### src/rtl/i2cw_pkg.sv
package i2cw_pkg;

    typedef enum logic [2:0] {
        PH_IDLE,
        PH_START,
        PH_LOW,
        PH_HIGH,
        PH_WAIT,
        PH_STOP_LOW,
        PH_STOP_HIGH,
        PH_STOP_FREE
    } i2cw_phase_e;

    typedef struct packed {
        logic busy;
        logic addr_ph;
        logic tx;
        logic ack;
    } i2cw_flags_t;

    localparam logic [3:0] ACK_SLOT  = 4'd8;
    localparam logic [3:0] LAST_DATA = 4'd7;

    function automatic logic phase_pulls_scl(i2cw_phase_e p);
        return (p == PH_LOW) || (p == PH_WAIT) || (p == PH_STOP_LOW);
    endfunction

    function automatic logic phase_timed(i2cw_phase_e p);
        return (p != PH_IDLE) && (p != PH_WAIT);
    endfunction

    function automatic logic phase_waits_high(i2cw_phase_e p);
        return (p == PH_HIGH) || (p == PH_STOP_HIGH);
    endfunction

endpackage

### src/rtl/i2cw_timer.sv
module i2cw_timer #(
    parameter int CW = 8
) (
    input  logic          clk,
    input  logic          rst,
    input  logic          clr,
    input  logic          en,
    input  logic [CW-1:0] limit,
    output logic          done
);
    logic [CW-1:0] cnt;

    assign done = en && (cnt == limit - 1'b1);

    always_ff @(posedge clk) begin
        if (rst || clr) begin
            cnt <= '0;
        end else if (en) begin
            cnt <= cnt + 1'b1;
        end
    end
endmodule

### src/rtl/i2cw_shift.sv
module i2cw_shift #(
    parameter int W = 8
) (
    input  logic         clk,
    input  logic         rst,
    input  logic         load,
    input  logic [W-1:0] load_val,
    input  logic         fill,
    input  logic         shift,
    input  logic         bit_in,
    output logic [W-1:0] q
);
    always_ff @(posedge clk) begin
        if (rst) begin
            q <= '1;
        end else if (load) begin
            q <= load_val;
        end else if (fill) begin
            q <= '1;
        end else if (shift) begin
            q <= {q[W-2:0], bit_in};
        end
    end
endmodule

### src/rtl/i2cw_master.sv
module i2cw_master
    import i2cw_pkg::*;
#(
    parameter int HALF_DIV   = 250,
    parameter int START_HOLD = 200
) (
    input  logic       clk,
    input  logic       rst,
    input  logic       start_pulse,
    input  logic       stop_pulse,
    input  logic       data_wr,
    input  logic [7:0] data_in,
    input  logic       release_pulse,
    input  logic       wait_after9,
    input  logic       ack_en,
    input  logic       scl_i,
    input  logic       sda_i,
    output logic       scl_oe,
    output logic       sda_oe,
    output logic [7:0] data_out,
    output logic       irq,
    output logic       busy,
    output logic       tx_mode,
    output logic       ack_seen
);
    localparam int TMAX = (HALF_DIV > START_HOLD) ? HALF_DIV : START_HOLD;
    localparam int TW   = $clog2(TMAX + 1);
    localparam logic [TW-1:0] HALF_T  = TW'(HALF_DIV);
    localparam logic [TW-1:0] START_T = TW'(START_HOLD);

    i2cw_phase_e ph;
    i2cw_flags_t fl;
    logic [3:0]  bitn;
    logic        sda_hold;
    logic        irq_q;

    logic          t_en, t_clr, t_done;
    logic [TW-1:0] t_lim;
    logic          sending, drv_low, wait_go;
    logic          sh_load, sh_fill, sh_shift;
    logic [7:0]    sh_q;

    // bit-phase timer
    assign t_en  = phase_timed(ph) && (phase_waits_high(ph) ? scl_i : 1'b1);
    assign t_lim = (ph == PH_START) ? START_T : HALF_T;
    assign t_clr = !phase_timed(ph) || t_done;

    i2cw_timer #(.CW(TW)) u_timer (
        .clk   (clk),
        .rst   (rst),
        .clr   (t_clr),
        .en    (t_en),
        .limit (t_lim),
        .done  (t_done)
    );

    // data register doubles as the shift register
    assign sh_load  = data_wr && ((ph == PH_IDLE) || (ph == PH_WAIT));
    assign sh_fill  = release_pulse && (ph == PH_WAIT) && !fl.tx;
    assign sh_shift = (ph == PH_HIGH) && t_done && (bitn != ACK_SLOT);

    i2cw_shift #(.W(8)) u_shift (
        .clk      (clk),
        .rst      (rst),
        .load     (sh_load),
        .load_val (data_in),
        .fill     (sh_fill),
        .shift    (sh_shift),
        .bit_in   (sda_i),
        .q        (sh_q)
    );

    assign sending = fl.addr_ph || fl.tx;
    assign wait_go = fl.tx ? data_wr : (data_wr || release_pulse);

    always_comb begin
        if (bitn == ACK_SLOT) begin
            drv_low = sending ? 1'b0 : ack_en;
        end else begin
            drv_low = !sh_q[7];
        end
    end

    always_comb begin
        unique case (ph)
            PH_START, PH_STOP_LOW, PH_STOP_HIGH: sda_oe = 1'b1;
            PH_LOW:                              sda_oe = drv_low;
            PH_HIGH, PH_WAIT:                    sda_oe = sda_hold;
            default:                             sda_oe = 1'b0;
        endcase
    end

    assign scl_oe   = phase_pulls_scl(ph);
    assign data_out = sh_q;
    assign irq      = irq_q;
    assign busy     = fl.busy;
    assign tx_mode  = fl.tx;
    assign ack_seen = fl.ack;

    always_ff @(posedge clk) begin
        if (rst) begin
            ph       <= PH_IDLE;
            fl       <= '0;
            bitn     <= '0;
            sda_hold <= 1'b0;
            irq_q    <= 1'b0;
        end else begin
            irq_q <= 1'b0;
            unique case (ph)
                PH_IDLE: begin
                    if (start_pulse) begin
                        ph         <= PH_START;
                        fl.busy    <= 1'b1;
                        fl.addr_ph <= 1'b1;
                        bitn       <= '0;
                    end
                end
                PH_START: begin
                    if (t_done) ph <= PH_LOW;
                end
                PH_LOW: begin
                    sda_hold <= drv_low;
                    if (t_done) ph <= PH_HIGH;
                end
                PH_HIGH: begin
                    if (t_done) begin
                        if (bitn != ACK_SLOT) begin
                            if (bitn == LAST_DATA) begin
                                if (fl.addr_ph) fl.tx <= !sda_i;
                                bitn <= ACK_SLOT;
                                if (!wait_after9) begin
                                    ph    <= PH_WAIT;
                                    irq_q <= 1'b1;
                                end else begin
                                    ph <= PH_LOW;
                                end
                            end else begin
                                bitn <= bitn + 1'b1;
                                ph   <= PH_LOW;
                            end
                        end else begin
                            fl.ack     <= !sda_i;
                            fl.addr_ph <= 1'b0;
                            bitn       <= '0;
                            if (wait_after9) begin
                                ph    <= PH_WAIT;
                                irq_q <= 1'b1;
                            end else begin
                                ph <= PH_LOW;
                            end
                        end
                    end
                end
                PH_WAIT: begin
                    if (stop_pulse) begin
                        ph <= PH_STOP_LOW;
                    end else if (wait_go) begin
                        ph <= PH_LOW;
                    end
                end
                PH_STOP_LOW: begin
                    if (t_done) ph <= PH_STOP_HIGH;
                end
                PH_STOP_HIGH: begin
                    if (t_done) ph <= PH_STOP_FREE;
                end
                default: begin
                    if (t_done) begin
                        ph      <= PH_IDLE;
                        fl.busy <= 1'b0;
                    end
                end
            endcase
        end
    end

    AST_IRQ_SCL_LOW: assert property (@(posedge clk) disable iff (rst)
        irq |-> scl_oe) else $error("irq without SCL held");
    AST_IRQ_ONE_CYCLE: assert property (@(posedge clk) disable iff (rst)
        irq |=> !irq) else $error("irq longer than one cycle");
    AST_IDLE_BUS_FREE: assert property (@(posedge clk) disable iff (rst)
        !busy |-> (!scl_oe && !sda_oe)) else $error("line driven while idle");
    AST_SDA_STILL_SCL_HIGH: assert property (@(posedge clk) disable iff (rst)
        (ph == PH_HIGH && $past(ph) == PH_HIGH) |-> $stable(sda_oe))
        else $error("SDA moved while SCL high");
    AST_WAIT_HOLDS_SCL: assert property (@(posedge clk) disable iff (rst)
        (ph == PH_WAIT && !stop_pulse && !wait_go) |=> scl_oe)
        else $error("SCL released without cause");
    AST_STOP_WINS: assert property (@(posedge clk) disable iff (rst)
        (ph == PH_WAIT && stop_pulse) |=> (scl_oe && sda_oe))
        else $error("stop did not take priority");
endmodule

### config.mk
export PLATFORM = sky130hd
export DESIGN_NAME = i2cw_master
export DESIGN_NICKNAME = d
export VERILOG_FILES = /design/src/rtl/i2cw_pkg.sv /design/src/rtl/i2cw_timer.sv /design/src/rtl/i2cw_shift.sv /design/src/rtl/i2cw_master.sv
export SDC_FILE = /design/constraint.sdc
export NUM_CORES = 1
export LEC_CHECK = 0
export ABC_AREA = 1
export CORE_AREA = 2 2 69 71
export DETAILED_ROUTE_END_ITERATION = 12
export DIE_AREA = 0 0 71 73
export DONT_BUFFER_PORTS = 1
export PLACE_DENSITY_LB_ADDON = 0.2
export SETUP_SLACK_MARGIN = 0.2
export SYNTH_ARGS = -nofsm -noshare
export SYNTH_HDL_FRONTEND = slang
export SYNTH_SLANG_ARGS = --single-unit
### constraint.sdc
create_clock -name clk -period 1.5 [get_ports clk]
set_input_delay 0.075 -clock clk [delete_from_list [all_inputs] [get_ports clk]]
set_output_delay 0.075 -clock clk [all_outputs]
set_load 0.03 [all_outputs]
Word-level counts from Yosys, hierarchy flattened. Cells that the tools add are included.

Add/subtract/negate cells: 3. Eq/ne operators: 19. Multiplexer cells: 42. Bitwise operators: 4. Reduce and logical (&&, ||, !) cells: 36.

Operators by type and width (number): 3-bit 2-to-1 mux (14); 8-bit 2-to-1 mux (3); 3-bit case mux with 7 select lines (1); 4-bit 2-to-1 mux (4); 1-bit 2-to-1 mux (14); 2-bit inequality test, second input constant (7); 3-bit == test, second input constant (3); 3-bit AND reduction (3); 3-bit nonzero test (3); 8-bit by 1-bit adder with 8-bit output, second input constant (1); 8-bit == test (1); 1-bit logical AND (8); 1-bit logical OR (8); 4-bit case mux with 2 select lines (1); 8-bit AND reduction (1); 7-bit by 2-bit subtractor with 8-bit output, second input constant (1); 3-bit by 2-bit == test with 1-bit output, second input constant (2); 6-bit 2-to-1 mux (1); 3-bit inequality test, second input constant (2); 3-bit OR reduction (2); 6-bit OR reduction (1); 5-bit AND reduction (1); 4-bit by 1-bit adder with 4-bit output, second input constant (1); 4-bit by 3-bit == test with 1-bit output, second input constant (1); other kinds (12) (20).

Bits in registers: 29. Input bits: 18. Output and inout port bits: 14. Word-level logic and storage cells: 114.

Depth between registers and ports, before layout. Gate-level depths: netlist of run 1.

Depth in word-level cells: 10. Gate-level depth with buffers: 13. Depth with buffers taken out: 12.

Cells and area by module. Synthesis of run 1 repeated with hierarchy kept, for this count alone.

Cells, all modules: 316. Area total of the unflattened synthesis: 2013.2 µm².

By module, submodules not included: i2cw_master (times used 1, cells an instance 138, area each 908.4 µm², sequential area each 260.2 µm²); i2cw_timer (times used 1, cells an instance 108, area each 650.6 µm², sequential area each 160.2 µm²); i2cw_shift (times used 1, cells an instance 70, area each 454.2 µm², sequential area each 160.2 µm²).

Worst setup path after synthesis of run 1. No wires, ideal clock.

Path kind: register -> register. Start: register ph[2]. End: register u_shift.q[0]. Setup time: 0.134 ns. Arrival: 1.335 ns. Data required time: 1.366 ns. Slack: 0.032 ns. Cell stages (with the launch flop): 12. Buffers on the path: 1. Clock period less this slack: 1.468 ns. Cells stage by stage: dfxtp_1 > buf_4 > inv_4 > nand3_1 > nand2_1 > nand2_2 > nand2_4 > inv_4 > nand3_2 > nand2_2 > nand2_1 > nand3_1.

Cells in the longest elaborated chain, start to end: 8. Elaborated cells between the ends (all ways): 24. Those cells by class: add/sub (1); eq/ne (6); mux (4); reduce/logical (13).

RTL lines: start, declared (line i2cw_master.sv:31) `i2cw_phase_e ph;`; start signal, assigned (line i2cw_master.sv:102) `ph <= PH_IDLE;`; start signal, assigned (line i2cw_master.sv:112) `ph <= PH_START;`; start signal, assigned (line i2cw_master.sv:119) `if (t_done) ph <= PH_LOW;`; 3-bit by 1-bit == test with 1-bit output (tied with other cells) (line i2cw_master.sv:45) `assign t_lim = (ph == PH_START) ? START_T : HALF_T;`; 6-bit 2-to-1 mux or 1-bit logical OR (tied branches) (line i2cw_master.sv:45, i2cw_pkg.sv:33); 7-bit by 2-bit subtractor with 8-bit output or 1-bit 2-to-1 mux (tied branches) (line i2cw_timer.sv:13, i2cw_master.sv:44); 8-bit == test or 1-bit logical AND (tied branches) (line i2cw_timer.sv:13, i2cw_master.sv:44); 1-bit logical AND (line i2cw_timer.sv:13) `assign done = en && (cnt == limit - 1'b1);`; 1-bit logical AND (2 in series) (line i2cw_master.sv:60) `assign sh_shift = (ph == PH_HIGH) && t_done && (bitn != ACK_SLOT);`; 3-bit nonzero test (no source line); end signal, assigned (line i2cw_shift.sv:17) `q <= load_val;`; end signal, assigned (line i2cw_shift.sv:21) `q <= {q[W-2:0], bit_in};`; end, declared (line i2cw_shift.sv:11) `output logic [W-1:0] q`.

Parallel ways exist; a longest one is shown, timed or not. A chain may end at the register's enable or synchronous reset.

Final worst setup path of run 1.
Start: register ph[0]. End: register bitn[3].

Cells in the longest elaborated chain, start to end: 7. Elaborated cells between the ends (all ways): 19. Those cells by class: add/sub (1); eq/ne (7); mux (3); reduce/logical (8).

RTL lines: 3-bit by 1-bit == test with 1-bit output (tied with other cells) (line i2cw_master.sv:45); 6-bit 2-to-1 mux or 1-bit logical OR (tied branches) (line i2cw_master.sv:45, i2cw_pkg.sv:33); 7-bit by 2-bit subtractor with 8-bit output or 1-bit 2-to-1 mux (tied branches) (line i2cw_timer.sv:13, i2cw_master.sv:44); 8-bit == test or 1-bit logical AND (tied branches) (line i2cw_timer.sv:13, i2cw_master.sv:44); 1-bit logical AND (line i2cw_timer.sv:13); 2-bit inequality test (no source line); 3-bit AND reduction (no source line); end signal, assigned (line i2cw_master.sv:138) `bitn <= bitn + 1'b1;`; end, declared (line i2cw_master.sv:33) `logic [3:0] bitn;`.

Parallel ways exist; a longest one is shown, timed or not.

==> results of run 1 <==
-- cell families after synthesis --
group	count (synthesis)	synth area share, %
AO/OA/AOI/OAI	28	8.730
XOR/XNOR	5	2.526
adder cells (fa/ha/maj)	3	2.165
buffers and inverters	35	8.153
flip-flops	29	33.48
AND/OR/NAND/NOR	174	44.95
-- power by group through the flow --
stage | logic, mW | registers, mW | clock network [mW]
after floorplan | 1.17 | 1.32 | 0
after global placement | 1.83 | 1.20 | 0
after detailed placement | 1.83 | 1.20 | 0
after CTS | 2.21 | 1.20 | 0.664
after global routing | 2.66 | 1.25 | 0.696
final | 2.44 | 1.22 | 0.652
-- synthesized netlist by cell type (2+ instances only) --
cell type	number	area share, %
a21oi_1	13	3.8
clkbuf_1	2	0.43
dfxtp_1	29	33
ha_1	3	2.2
inv_1	25	5.4
inv_2	3	0.65
inv_4	2	0.72
nand2_1	75	16
nand2_2	6	2.2
nand3_1	34	9.8
nand3_2	2	1.2
nand4_1	4	1.4
nor2_1	38	8.2
nor2_2	4	1.4
nor3_1	6	1.7
o21ai_0	10	2.9
o21bai_1	2	0.87
xnor2_1	2	1.0
xor2_1	3	1.5
-- per-layer routing --
metal | vias to the layer above | wire, um | GRT usage, %
met5 | - | 0 | 0
met4 | 0 | 177 | 9.853
met3 | 13 | 242 | 5.110
met2 | 55 | 2578 | 34.37
met1 | 871 | 2249 | 24.51
li1 | 979 | - | -
-- final timing paths --
path                                  from            to  slack, ns  cells after the start
worst max-delay path                 ph[0]       bitn[3]      -0.02                     11
worst min-delay path            data_in[6]  u_shift.q[6]      0.005                      4
worst max register to register       ph[0]       bitn[3]      -0.02                     11
worst min register to register    sda_hold      sda_hold       0.48                      2
-- registers in the layout (all words and copies together) (netlist names) --
signal / count
ack_seen: 1
bitn: 4
tx_mode: 1
ph: 3
irq: 1
u_timer.cnt: 8
sda_hold: 1
busy: 1
fl: 1
u_shift.q: 8
-- repair_timing --
action	4_1_cts	5_1_grt
pin swaps	13	36
gates cloned	3	0
hold buffers	1	0
resized for setup	45	41
endpoints found under the setup margin	30	31
hold endpoints to repair	5	0
setup buffers	9	4
-- final cells by class --
cell class | count | area, um2 | share of cell area, %
inverter | 31 | 141.4 | 5.518
timing repair buffer | 40 | 330.3 | 12.89
clock buffer | 5 | 68.82 | 2.686
multi-input combinational | 213 | 1334 | 52.05
tap | 54 | 67.56 | 2.637
sequential | 29 | 603.1 | 23.54
clock inverter | 3 | 17.52 | 0.6836
-- through the flow --
step / setup TNS, ns / setup WS [ns] / instances
4_1_cts: 0 / 0.05716 / 371
2_1_floorplan: 0 / 0.1824 / 274
3_3_place_gp: 0 / 0.01280 / 350
6_report: -0.05533 / -0.01879 / 375
5_1_grt: -0.7337 / -0.1024 / 375
3_5_place_dp: 0 / 0.02758 / 350
-- placed cells by master (no fill, tap or decap), types with 2 or more instances in the layout --
master,netlist,routed
o21bai_1,2,2
a21oi_1,13,4
nand3_1,34,25
o21ai_0,10,6
nor2_4,1,11
nand2_4,1,7
nor2_1,38,27
nand4_1,4,4
nand2_2,6,15
inv_6,0,2
a21oi_2,0,9
nand3_2,2,6
nand3_4,0,6
ha_1,3,2
buf_4,1,34
o21ai_1,0,4
buf_6,0,4
dfxtp_2,0,9
clkinv_2,0,2
inv_2,3,2
clkbuf_8,0,5
nor3_1,6,5
dfxtp_1,29,17
inv_1,25,22
nand2_1,75,59
xor2_1,3,3
dfxtp_4,0,3
inv_4,2,3
nor2_2,4,7
xnor2_1,2,2
-- critical path: cells and delay by family, from the launching register on --
kind,cells,cell delay (ns)
AND/OR/NAND/NOR,10,0.91
buffers and inverters,1,0.06
flip-flops,1,0.45
==> results.txt, run 1 <==
routed wire length = 5247 um
DR WL/cell = 13.99 um
failing checks = negative setup slack
Fin Hold WS = 0.005357 ns
Seq pwr share = 28.2%
Initial Util = 38.23%
ant diodes = 0
gpl congestion = 0.8229
Initial DRC Count = 103
sequential-to-total area share from yosys stat = 33.48%
clock tree buffer depth = 2
global-route wire length before repair = 8197 um
status = complete, but fails checks
Avg Inst Size Synth = 6.329 um2
Non-Filler Cell Area, Final = 2562 um2
share of layout cells above drive strength 1 = 41.43%
Clock Latency Late Sink = 0.29 ns
DR vias/cell = 5.115
register bit total from synthesis = 29
Final Max Slew Viols = 0
Vias = 1918
TritonCTS buffer count = 5
DIE HEIGHT = 73 um
CP Max Fanout = 7
Setup crit start kind = flop
CP Capture Type = flop
Post-synth top flop = dfxtp_1
Tmin final = 1.519 ns
post-route clock period utilization = 101.3%
worst min-delay path class = in2reg
worst endpoint required time = 1.69 ns
switching pwr = 2.055 mW
Worst EP arrival = 1.71 ns
unique cell type count in the Yosys netlist = 30
worst vdd ir = 1.036 mV
dpl hpwl = 3380 um
Mapped Area = 1734 um2
Port Buffer Count = 0
post-route ant nets = 0
vias in the first global route = 1761
Max-cap violations = 0
dpl cell area = 2066 um2
Die ar. = 5183 um2
final setup fails = 4
final core utilization = 56.50%
num rows = 25
Worst-path clk slew = 0.07 ns
Int Power = 2.261 mW
Post-synth ARST share = 0%
CTS tree = yes
Die X-Extent = 71 um
total clock sinks = 29
Clk pwr share = 15.1%
Yosys warning count = 0
combinational group share of total power = 56.6%
First-pass DRT Iterations = 4
Rel. slew slack = 77.31%
Crit-path slowest cell = dfxtp_4
Crit Path Class = reg2reg
Area Growth Syn to Fin = 47.76%
core area = 4536 um2
RSZ-0062 raised after global routing = yes
worst slew pin tran = 0.3399 ns
clk root buf = clkbuf_8
Post-synth EDFFs = 0
Final WS setup = -0.01879 ns
Power, Total = 4.316 mW
Fin Clk Skew = 0.007400 ns
leakage power = 1.071 nW
crit-path cells = inv_6 > nor2_4 > nand2_1 > nand2_1 > nand3_2 > nor2_4 > nand2_2 > nand2_4 > nand2_1 > nand2_1 > nor2_1
Residual DRC = 0
initial antenna violation count = 0
Final nets = 341
final hold viol count = 0
power per standard cell area = 1684 nW/um2
cell mode on critical path = nand2_1
Sw Ratio = 47.62%
GRT Resource Usage Total = 20.45%
FILL cells = 405
total gr overflow = 0
CP max stage delay = 0.45 ns
H-tree level count = 2
cell count after synthesis = 274
highest clock rate = 658.4 MHz
I/O pin count = 32
post-synth net total = 295
pin count of the biggest net entering global routing = 15
Note: power is estimated with default switching activity, not from simulation.
==> run 2: changes to the inputs <==
Settings changed: TNS_END_PERCENT set to 10.
==> results.txt, run 2 (same netlist as run 1, synthesis figures left out) <==
DIE HEIGHT = 73 um
leakage power = 1.042 nW
total gr overflow = 0
Initial DRC Count = 80
register area = 601.8 um2
initial antenna violation count = 0
Max-cap violations = 0
highest clock rate = 668.8 MHz
DR WL/cell = 13.23 um
vias in the first global route = 1705
pre-CTS setup slack = 0.002199 ns
TritonCTS buffer count = 5
Sw Ratio = 45.90%
uppermost layer routed = met4
multi-input logic area = 1222 um2
CP Max Fanout = 6
gpl congestion = 0.8183
FILL cells = 431
HP Start = data_in[7]
worst slew pin tran = 0.3349 ns
CTS tree = yes
First-pass DRT Iterations = 5
final hold viol count = 0
DR WL met3 = 299 um
routed length on met2 = 2328 um
pin count of the biggest net entering global routing = 15
power per standard cell area = 1731 nW/um2
ant diodes = 0
Area Growth Syn to Fin = 40.12%
DR vias/cell = 5.057
GRT Resource Usage Total = 19.62%
Fin Clk Skew = 0.006754 ns
combinational group share of total power = 53.2%
Final WS setup = 0.004847 ns
Fin Setup TNS = 0 ns
final setup fails = 0
most frequent cells in the layout = nand2_1, buf_4, nor2_1
switching pwr = 1.930 mW
top flop regs = u_shift.q (8), u_timer.cnt (8), bitn (4)
dpl hpwl = 3332 um
H-tree level count = 2
CP startpoint = ph[0]
Tmin final = 1.495 ns
Setup crit start kind = flop
status = finished, final reports clean
Worst-path clk slew = 0.07 ns
Port Buffer Count = 0
post-route ant nets = 0
CP Capture Type = output pin
Final Max Slew Viols = 0
crit-path cells = nor2_4 > nand2_2 > buf_4 > nand2_1 > a21oi_2 > nand3_4
routed wire length = 4867 um
most common cell after layout, fill and taps aside = nand2_1
worst min-delay path class = in2reg
worst vdd ir = 1.093 mV
global-route wire length before repair = 7983 um
Vias = 1861
Int Power = 2.275 mW
clk root buf = clkbuf_8
post-route clock period utilization = 99.68%
RSZ-0062 raised after global routing = yes
Crit-path slowest cell = dfxtp_4
RR Startpoint = ph[1]
CP max stage delay = 0.42 ns
core area = 4536 um2
total clock sinks = 29
worst endpoint required time = 1.42 ns
Die ar. = 5183 um2
Clk pwr share = 18.5%
share of layout cells above drive strength 1 = 34.39%
Die X-Extent = 71 um
Final nets = 334
Worst EP arrival = 1.42 ns
Crit Path Class = reg2out
Seq pwr share = 28.4%
Initial Util = 38.23%
Clock Latency Late Sink = 0.29 ns
num rows = 25
Rel. slew slack = 77.53%
Residual DRC = 0
clock tree buffer depth = 2
I/O pin count = 32
Metal-1 WL = 2092 um
[run 2: area by class of cell]
class | count | area share, %
Inverter | 31 | 5.407
Multi-Input combinational cell | 210 | 50.31
Sequential cell | 29 | 24.77
Tap cell | 54 | 2.781
Timing Repair Buffer | 36 | 12.20
Clock buffer | 6 | 3.862
Clock inverter | 2 | 0.6694
[run 2: critical path, delay by kind of cell, from the launching register on]
kind,cells,cell delay (ns)
DFF,1,0.42
AOI/OAI and AO/OA,1,0.18
buffers and inverters,1,0.14
and+or+nand+nor,4,0.38
[run 2: path summary, 6_finish.rpt]
kind | cells after the start | end | slack (ns)
setup / recovery | 6 | sda_oe | 0.005
hold / removal | 4 | u_shift.q[7] | 0.008
setup reg to reg | 9 | irq | 0.04
hold reg to reg | 2 | u_timer.cnt[1] | 0.48
[run 2: power groups by stage]
| stage | registers [mW] | logic [mW] | clock network (mW) |
|---|---|---|---|
| final | 1.19 | 2.24 | 0.776 |
| after detailed placement | 1.19 | 1.82 | 0 |
| after global placement | 1.19 | 1.82 | 0 |
| after global routing | 1.22 | 2.47 | 0.824 |
| after floorplan | 1.32 | 1.17 | 0 |
| after CTS | 1.18 | 2.07 | 0.792 |
[run 2: per-layer routing]
| layer | up-vias | global-route usage, % |
|---|---|---|
| li1 | 953 | - |
| met1 | 830 | 24.96 |
| met2 | 67 | 31.98 |
| met3 | 11 | 4.420 |
| met4 | 0 | 8.595 |
| met5 | - | 0 |
[run 2: timing repair]
| item | CTS | global route |
|---|---|---|
| hold buffers | 1 | 0 |
| setup endpoints to repair | 29 | 31 |
| pin swaps | 6 | 16 |
| gates resized for setup | 24 | 29 |
| setup buffers | 7 | 4 |
| hold endpoints to repair | 5 | 0 |
[run 2: per-stage QoR]
step                      cells  util, %  total power, mW  hold slack [ns]  cell area [um2]
final                       368    53.57            4.205         0.007540             2430
after floorplan             274        -            2.489           0.1441             1824
after CTS                   364    51.12            4.043         0.004358             2318
after global routing        368    53.57            4.511          0.03576             2430
after detailed placement    348    45.21            3.005           0.1482             2051
after global placement      348    45.21            3.013           0.1481             2051
==> run 3: changes to the inputs <==
Settings changed: PLACE_DENSITY set to 0.66, PLACE_DENSITY_LB_ADDON 0.2 to unset.
==> results.txt, run 3 (same netlist as run 1, synthesis figures left out) <==
Final Max Slew Viols = 0
power per standard cell area = 1680 nW/um2
worst vdd ir = 1.292 mV
Fin Hold WS = 0.01718 ns
initial antenna violation count = 0
CP Max Fanout = 6
WHS Path Cells = 4
I/O pin count = 32
flop-to-flop setup slack = 0.02 ns
dpl hpwl = 3254 um
Metal-1 WL = 2134 um
clock tree buffer depth = 2
final hold viol count = 0
global-route wire length before repair = 7838 um
Fin Clk Skew = 0.005021 ns
highest clock rate = 675.2 MHz
Final nets = 342
ant diodes = 0
H-tree level count = 2
Clock Latency Late Sink = 0.28 ns
final setup fails = 0
share of layout cells above drive strength 1 = 41.93%
CP max stage delay = 0.37 ns
GRT Resource Usage Total = 18.97%
routed wire length = 5129 um
Die X-Extent = 71 um
uppermost layer routed = met4
Residual DRC = 0
DIE HEIGHT = 73 um
pin count of the biggest net entering global routing = 16
HP Start = data_in[7]
Top delay family on crit path = simple AND/OR/NAND/NOR gates
total clock sinks = 29
Area Growth Syn to Fin = 47.55%
DR WL met3 = 307 um
Crit-path slowest cell = dfxtp_4
routed length on met2 = 2528 um
Tmin final = 1.481 ns
post-route clock period utilization = 98.74%
most frequent cells in the layout = nand2_1, buf_4, nand3_1
TritonCTS buffer count = 5
crit-path cells = buf_6 > nor2_4 > nand2_1 > nand2_1 > nand3_2 > nor2_4 > nand2_2 > nand2_4 > nand2_2 > nand2_2 > nor2_1
RR Startpoint = ph[1]
Initial DRC Count = 85
Final WS setup = 0.01895 ns
FILL cells = 404
Vias = 1983
clk root buf = clkbuf_8
most common cell after layout, fill and taps aside = nand2_1
dpl cell area = 2031 um2
num rows = 25
status = finished, final reports clean
core area = 4536 um2
hold endpoint = u_shift.q[7]
DR vias/cell = 5.274
worst endpoint required time = 1.67 ns
DR WL/cell = 13.64 um
pre-CTS setup slack = -0.06400 ns
post-route ant nets = 0
gpl congestion = 0.8495
CP Capture Type = flop
Max-cap violations = 0
Worst-path clk slew = 0.06 ns
Setup crit start kind = flop
CTS tree = yes
leakage power = 1.075 nW
First-pass DRT Iterations = 4
Port Buffer Count = 0
worst slew pin tran = 0.3357 ns
worst r2r dst = bitn[2]
Non-Filler Cell Area, Final = 2559 um2
R2R cell count = 11
cell mode on critical path = nand2_2
Power, Total = 4.299 mW
Initial Util = 38.23%
worst min-delay path class = in2reg
RSZ-0062 raised after global routing = yes
Buf+Inv Stages, Crit Path = 1
final core utilization = 56.41%
total gr overflow = 0
Crit Path Class = reg2reg
vias in the first global route = 1784
Rel. slew slack = 77.59%
Worst EP arrival = 1.66 ns
Die ar. = 5183 um2
top flop regs = u_shift.q (8), u_timer.cnt (8), bitn (4)
## run 3: cell count changes in the layout (fill, tap and decap cells not counted), moves of 2 or more
cell,change
buf_4,+4
inv_2,+2
ha_4,+2
inv_1,-2
nor2_2,+7
nand3_2,+2
a21oi_1,-6
nor2_1,-6
a21oi_2,+6
ha_1,-2
dfxtp_2,+3
dfxtp_1,-2
clkbuf_1,+2
## run 3: metrics by stage
| step | setup TNS (ns) | instances |
|---|---|---|
| 5_1_grt | -0.6004 | 376 |
| 3_5_place_dp | -0.2504 | 347 |
| 6_report | 0 | 376 |
| 2_1_floorplan | 0 | 274 |
| 3_3_place_gp | -0.05097 | 347 |
| 4_1_cts | 0 | 368 |
## run 3: worst max-delay path by stage
stage / from / endpoint / cells after the start
after floorplan: u_timer.cnt[5] / ph[0] / 11
after global placement: ph[2] / bitn[2] / 11
after detailed placement: ph[2] / bitn[3] / 11
after CTS: ph[1] / bitn[3] / 11
after global routing: ph[0] / bitn[2] / 11
final: ph[1] / bitn[2] / 11
## run 3: timing repair
action / 4_1_cts / 5_1_grt
endpoints found under the hold margin: 5 / 0
gates resized for setup: 34 / 45
buffers inserted: 12 / 5
setup endpoints to repair: 30 / 31
pin swaps: 13 / 24
cloned: 0 / 3
hold buffers: 1 / 0
## run 3: area by class of cell
type	instances	area, um2	share of cell area [%]
Sequential cell	29	601.8	23.52
Multi-Input combinational cell	213	1330	51.98
Tap cell	54	67.56	2.641
Inverter	31	131.4	5.134
Clock buffer	8	90.09	3.521
Timing Repair Buffer	41	337.8	13.20
## run 3: routing by layer
layer / GRT usage, % / vias to the layer above
li1: - / 982
met1: 22.97 / 917
met2: 31.67 / 65
met3: 5.525 / 19
met4: 7.757 / 0
met5: 0 / -
## run 3: worst register-to-register path, cell delays in order (launching register included)
cell	delay, ns
dfxtp_4	0.37
buf_6	0.12
nor2_4	0.11
nand2_1	0.06
nand2_1	0.07
nand3_2	0.08
nor2_4	0.18
nand2_2	0.11
nand2_4	0.11
nand2_2	0.06
nand2_2	0.05
nor2_1	0.05
## run 3: report_power, final
group | internal (mW) | switching [mW] | leakage (nW)
logic | 0.967 | 1.47 | 0.786
registers | 0.978 | 0.219 | 0.243
clock network | 0.373 | 0.291 | 0.0455
